===== src/rtl/xcvr_pkg.sv =====
package xcvr_pkg;

    typedef enum logic {
        BANK_HOLD = 1'b0,
        BANK_PASS = 1'b1
    } bank_state_t;

    typedef enum logic [1:0] {
        BUS_IDLE  = 2'd0,
        BUS_TO_B  = 2'd1,
        BUS_TO_A  = 2'd2,
        BUS_CLASH = 2'd3
    } bus_state_t;

endpackage


===== src/rtl/xcvr_bank.sv =====
module xcvr_bank
    import xcvr_pkg::*;
#(
    parameter int W = 8
) (
    input  logic         clk,
    input  logic         rst,
    input  logic         en_n,
    input  logic         le_n,
    input  logic [W-1:0] src,
    output logic [W-1:0] held
);

    bank_state_t state_q;
    bank_state_t state_d;
    logic [W-1:0] store_q;

    // next state: open when both low, capture when either is high
    always_comb begin
        unique case ({en_n, le_n})
            2'b00:   state_d = BANK_PASS;
            default: state_d = BANK_HOLD;
        endcase
    end

    always_ff @(posedge clk) begin
        if (rst) state_q <= BANK_HOLD;
        else     state_q <= state_d;
    end

    // storage follows the state decided at the previous edge
    always_ff @(posedge clk) begin
        if (rst) begin
            store_q <= '0;
        end else begin
            unique case (state_q)
                BANK_PASS: store_q <= src;
                BANK_HOLD: store_q <= store_q;
            endcase
        end
    end

    assign held = store_q;

endmodule


===== src/rtl/xcvr_arbiter.sv =====
module xcvr_arbiter
    import xcvr_pkg::*;
(
    input  logic clk,
    input  logic rst,
    input  logic req_b,
    input  logic req_a,
    output logic drive_b,
    output logic drive_a,
    output logic clash
);

    bus_state_t state_q;
    bus_state_t state_d;

    always_comb begin
        unique case ({req_a, req_b})
            2'b00: state_d = BUS_IDLE;
            2'b01: state_d = BUS_TO_B;
            2'b10: state_d = BUS_TO_A;
            2'b11: state_d = BUS_CLASH;
        endcase
    end

    always_ff @(posedge clk) begin
        if (rst) state_q <= BUS_IDLE;
        else     state_q <= state_d;
    end

    always_comb begin
        drive_b = 1'b0;
        drive_a = 1'b0;
        clash   = 1'b0;
        unique case (state_q)
            BUS_IDLE:  ;
            BUS_TO_B:  drive_b = 1'b1;
            BUS_TO_A:  drive_a = 1'b1;
            BUS_CLASH: clash   = 1'b1;
        endcase
    end

endmodule


===== src/rtl/dual_latch_xcvr.sv =====
module dual_latch_xcvr
    import xcvr_pkg::*;
#(
    parameter int W = 8
) (
    input  logic         clk,
    input  logic         rst,
    input  logic [W-1:0] a_in,
    input  logic [W-1:0] b_in,
    input  logic         ab_en_n,
    input  logic         ab_le_n,
    input  logic         ab_oe_n,
    input  logic         ba_en_n,
    input  logic         ba_le_n,
    input  logic         ba_oe_n,
    output logic [W-1:0] a_out,
    output logic [W-1:0] a_drv,
    output logic [W-1:0] b_out,
    output logic [W-1:0] b_drv,
    output logic         clash
);

    localparam int NDIR = 2;   // 0: A-to-B, 1: B-to-A

    logic [NDIR-1:0] en_n_v;
    logic [NDIR-1:0] le_n_v;
    logic [W-1:0]    src_v  [NDIR];
    logic [W-1:0]    bank_v [NDIR];

    assign en_n_v   = {ba_en_n, ab_en_n};
    assign le_n_v   = {ba_le_n, ab_le_n};
    assign src_v[0] = a_in;
    assign src_v[1] = b_in;

    for (genvar d = 0; d < NDIR; d++) begin : g_dir
        xcvr_bank #(.W(W)) u_bank (
            .clk  (clk),
            .rst  (rst),
            .en_n (en_n_v[d]),
            .le_n (le_n_v[d]),
            .src  (src_v[d]),
            .held (bank_v[d])
        );
    end

    logic drive_b;
    logic drive_a;

    xcvr_arbiter u_arb (
        .clk     (clk),
        .rst     (rst),
        .req_b   (~ab_en_n & ~ab_oe_n),
        .req_a   (~ba_en_n & ~ba_oe_n),
        .drive_b (drive_b),
        .drive_a (drive_a),
        .clash   (clash)
    );

    assign b_out = bank_v[0];
    assign a_out = bank_v[1];
    assign b_drv = {W{drive_b}};
    assign a_drv = {W{drive_a}};

endmodule


===== config.mk =====
export PLATFORM = sky130hd
export DESIGN_NAME = dual_latch_xcvr
export DESIGN_NICKNAME = d
export VERILOG_FILES = /design/src/rtl/xcvr_pkg.sv /design/src/rtl/xcvr_bank.sv /design/src/rtl/xcvr_arbiter.sv /design/src/rtl/dual_latch_xcvr.sv
export SDC_FILE = /design/constraint.sdc
export NUM_CORES = 1
export LEC_CHECK = 0
export BUFFER_PORTS_ARGS = -buffer_cell sky130_fd_sc_hd__buf_2
export CORE_ASPECT_RATIO = 0.7
export CORE_UTILIZATION = 35
export CTS_CLUSTER_DIAMETER = 50
export CTS_CLUSTER_SIZE = 8
export DETAILED_ROUTE_END_ITERATION = 12
export GPL_ROUTABILITY_DRIVEN = 0
export GPL_TIMING_DRIVEN = 0
export PLACE_DENSITY = 0.72
export SETUP_SLACK_MARGIN = 0.2
export SYNTH_ARGS = -nofsm -noshare
export SYNTH_HDL_FRONTEND = slang
export SYNTH_SLANG_ARGS = --single-unit

===== constraint.sdc =====
create_clock -name clk -period 0.94 [get_ports clk]
set_clock_uncertainty 0.1 [all_clocks]
set_input_delay 0.047 -clock clk [delete_from_list [all_inputs] [get_ports clk]]
set_output_delay 0.047 -clock clk [all_outputs]
set_load 0.1 [all_outputs]

=== Word-level counts from Yosys, hierarchy flattened ===
Cells that the tools add are included.
W data, S select, Z words.

* Input port bits: 24
* Bits in registers: 20

* Equal/unequal tests: 6
* Bitwise gates (word level): 6
* Reductions and logical operators: 3
* Muxes and demuxes: 8

{| class="wikitable"
|+ Operator list
! cell !! number
|-
| $mux W8 || 2
|-
| $eq A2 B2 Y1 const B || 4
|-
| $pmux W2 S4 || 1
|-
| $logic_not A2 Y1 || 3
|-
| $mux W1 || 5
|-
| $eq A2 B1 Y1 const B || 2
|-
| $not A1 Y1 || 4
|-
| $and A1 B1 Y1 || 2
|}

=== Depth between registers and ports, before layout ===
* Depth after elaboration: 4
* Mapped depth: 3

=== By module ===
A second synthesis with hierarchy kept.

* Cells, all modules: 81
* Area total of the unflattened synthesis: 825.8 sq um

{| class="wikitable"
|+ By module, submodules not included
! module !! cells an instance !! area each (sq um) !! sequential area each (sq um) !! times used
|-
| xcvr_bank || 28 || 311.5 || 180.2 || 2
|-
| dual_latch_xcvr || 18 || 127.6 || 0.0 || 1
|-
| xcvr_arbiter || 7 || 75.1 || 40.0 || 1
|}

=== Least setup slack after synthesis ===
OpenSTA, ideal clock, no wires.

* Path kind: register to register
* Start: register g_dir[0].u_bank.held[0] (netlist name)
* End: register g_dir[0].u_bank.store_q[0]
* Cell stages (with the launch flop): 3
* Arrival time: 1.173 ns
* Setup time: 0.067 ns
* Period minus slack after synthesis: 1.340 ns
* Path buffers: 0
* Slack: -0.400 ns
* Cell sequence: dfxtp_1 mux2i_1 nor2_1

{| class="wikitable"
|+ RTL lines
! what !! RTL line !! source
|-
| end signal, assigned || xcvr_bank.sv:37 || <nowiki>BANK_PASS: store_q <= src;</nowiki>
|-
| end signal, assigned || xcvr_bank.sv:38 || <nowiki>BANK_HOLD: store_q <= store_q;</nowiki>
|-
| end, declared || xcvr_bank.sv:16 || <nowiki>logic [W-1:0] store_q;</nowiki>
|}

=== Worst setup path after layout ===
* Start: register u_arb.state_q[1]
* End: output a_drv[1]

* Word-level cells in the longest chain between the ends: 2

{| class="wikitable"
|+ Ends and longest elaborated chain
! what !! RTL line !! source
|-
| start, declared || xcvr_arbiter.sv:13 || <nowiki>bus_state_t state_q;</nowiki>
|-
| start signal, assigned || xcvr_arbiter.sv:27 || <nowiki>else state_q <= state_d;</nowiki>
|-
| $eq A2 B2 Y1 || xcvr_arbiter.sv:34 || <nowiki>unique case (state_q)</nowiki>
|-
| $mux W1 || xcvr_arbiter.sv:34 ||
|-
| end, declared || dual_latch_xcvr.sv:17 || <nowiki>output logic [W-1:0] a_drv,</nowiki>
|}

Every way passes these cells.

==> impl_results.md <==
* Status: complete, but fails checks
* Failing checks: negative hold slack, negative setup slack
* Standard-cell rows at 14
* WS Path Type: flop to primary output
* CTS tree: done
* Most frequent cells in the layout: 34 x buf_12, 24 x buf_2, 18 x dfxtp_4
* Initial DRC count at 18
* Syn Nets at 103
* Slew headroom at 0.792
* Clock Latency Late Sink at 0.31 ns
* Max-slew violations at 0
* Fin crit share at 1.52
* Routed wire length at 3280 um
* Clk buf depth at 2
* PD cells at 1260 nW/um^2
* # IOs at 57
* Hold path depth at 2
* R2R Setup Slk at -0.22 ns
* Clk sinks at 20
* Global-route wire length before repair at 4660 um
* Yosys Warn Count at 0
* Setup crit start kind: flop
* CP max FO at 3
* Num CTS Buffers at 3
* Final count of negative-setup-slack endpoints at 45
* Worst setup margin at -0.487 ns
* Hold WS at -0.191 ns
* Antenna violations before repair at 0
* Ant diodes at 0
* Cells after Synth at 79
* Most common cell after layout, fill and taps aside: buf_12
* Die area at 2520 um^2
* DR vias/cell at 4.58
* Largest net degree at the start of global routing at 13
* Antenna Nets Post-Route at 0
* Gr ovfl total at 0
* Peak Freq at 701 MHz
* Syn avg cell area at 10.3 um^2
* Layout Cells excl Fill at 181
* Max Cap Viol at 0
* Post-placement setup slack at -0.418 ns
* Worst r2r src: g_dir[0].u_bank.state_q$_SDFF_PP0_
* Count of cell types in the netlist at 9
* Die X at 59.6 um
* Clock slew at reported path FFs at 0.11 ns
* Critical Path RT at 0.79 ns
* Post-Place Cells at 166
* Sequential area share after synthesis at 0.493
* Root Buffer Master: clkbuf_4
* GRT Util Overall at 0.265
* Crit. End Element: primary output
* Residual DRC count at 0
* Worst reg-to-reg path cell count at 3
* Worst-case vdd ir drop at 0.00108 V
* Final total power at 2.45 mW
* Mapped Area at 812 um^2
* Hold WC Path Type: primary input to flop
* Crit path arrival time at 1.28 ns
* Final hold vios at 20
* TritonRoute pass-1 iters at 4
* DR WL/cell at 18.1 um
* R2R Path End: g_dir[0].u_bank.held[0]$_SDFFE_PP0P_
* RSZ-0062 raised after global routing: true
* Detailed-route via count at 829
* H-tree depth at 1
* Static leakage at 0.827 nW
* Total core area at 2170 um^2
* Final Util at 0.896
* PortBufs at 55
* Tmin final at 1.43 ns
* Area growth from synthesis to layout at 140%
* Detailed Place HPWL at 1390 um
* Nets at 174
* Flip-flop and latch count after synthesis at 20
* Initial Util at 0.374
* Die H at 42.3 um
* Vias in the first global route at 855
* Worst Tran Pin Value at 0.303 ns
* Worst Min Path Start: ab_oe_n
* Hold endpoint: u_arb.state_q[0]$_SDFF_PP0_
* Share of cells above drive strength 1 at 0.752
## cell type report
| cell class | count | area [um^2] |
|---|---|---|
| plain buffers | 20 | 220 |
| multi-input cells | 39 | 288 |
| fillers | 97 | 225 |
| clock inverters | 1 | 30.0 |
| repair buffers | 66 | 876 |
| flip-flops and latches | 20 | 470 |
| well taps | 32 | 40.0 |
| clock buffers | 3 | 22.5 |
## worst max-delay path, cell delays in order (launching register included)
cell and delay [ns]:
dfxtp_4 0.39, nor2b_4 0.17, buf_4 0.15, buf_6 0.10
buf_12 0.16
## metal layers
layer,part of all wire,vias up,global-route usage
li1,-,382,-
met1,0.39,401,0.301
met2,0.52,34,0.465
met3,0.049,12,0.0679
met4,0.044,0,0.112
met5,0,-,0
## timing repair
action,CTS,global route
buffers inserted,4,3
endpoints found under the setup margin,49,49
hold endpoints to repair,20,20
hold buffers,3,1
resized for setup,135,4
pin swaps,1,3
## cell families after synthesis
| group | synth area share |
|---|---|
| buffers and inverters | 0.188 |
| flip-flops | 0.493 |
| multiplexers | 0.197 |
| AND/OR/NAND/NOR | 0.122 |
## synth_stat cells (all sizes together)
| cell type | n | share of area |
|---|---|---|
| dfxtp | 20 | 0.49 |
| mux2i | 16 | 0.20 |
| buf | 20 | 0.19 |
| and2 | 1 | 0.0077 |
| nor2b | 2 | 0.015 |
| nor3 | 4 | 0.025 |
| nor2 | 16 | 0.074 |
## per-stage QoR
stage | area, um^2 | TNS [ns]
floorplan | 955 | -1.48
global placement | 1270 | -6.27
detailed placement | 1270 | -6.74
CTS | 1900 | -8.15
global route | 1950 | -10.73
finish | 1950 | -9.52
## where the power goes
part	internal (mW)	total [mW]	switching, mW	leakage [nW]
clock network	0.431	0.709	0.278	0.0279
registers	0.846	0.881	0.0350	0.177
logic	0.350	0.861	0.512	0.622
total	1.63	2.45	0.825	0.827
## sequential cells by signal (all words and copies together), names as in the netlist
| name | count |
|---|---|
| g_dir.u_bank.held | 16 |
| g_dir.u_bank.state_q | 2 |
| u_arb.state_q | 2 |
## worst max path at each step
| stage | cells after the start | slack, ns | from | end |
|---|---|---|---|---|
| 4_1_cts | 4 | -0.44 | u_arb.state_q[0]$_SDFF_PP0_ | b_drv[5] |
| 6_report | 4 | -0.49 | u_arb.state_q[1]$_SDFF_PP0_ | a_drv[1] |
| 3_5_place_dp | 3 | -0.42 | u_arb.state_q[0]$_SDFF_PP0_ | b_drv[5] |
| 2_1_floorplan | 2 | -0.09 | u_arb.state_q[0]$_SDFF_PP0_ | b_drv[0] |
| 5_1_grt | 4 | -0.51 | u_arb.state_q[1]$_SDFF_PP0_ | a_drv[1] |
| 3_3_place_gp | 3 | -0.39 | u_arb.state_q[1]$_SDFF_PP0_ | a_drv[1] |
No activity file was read; power rests on OpenSTA's default activity.
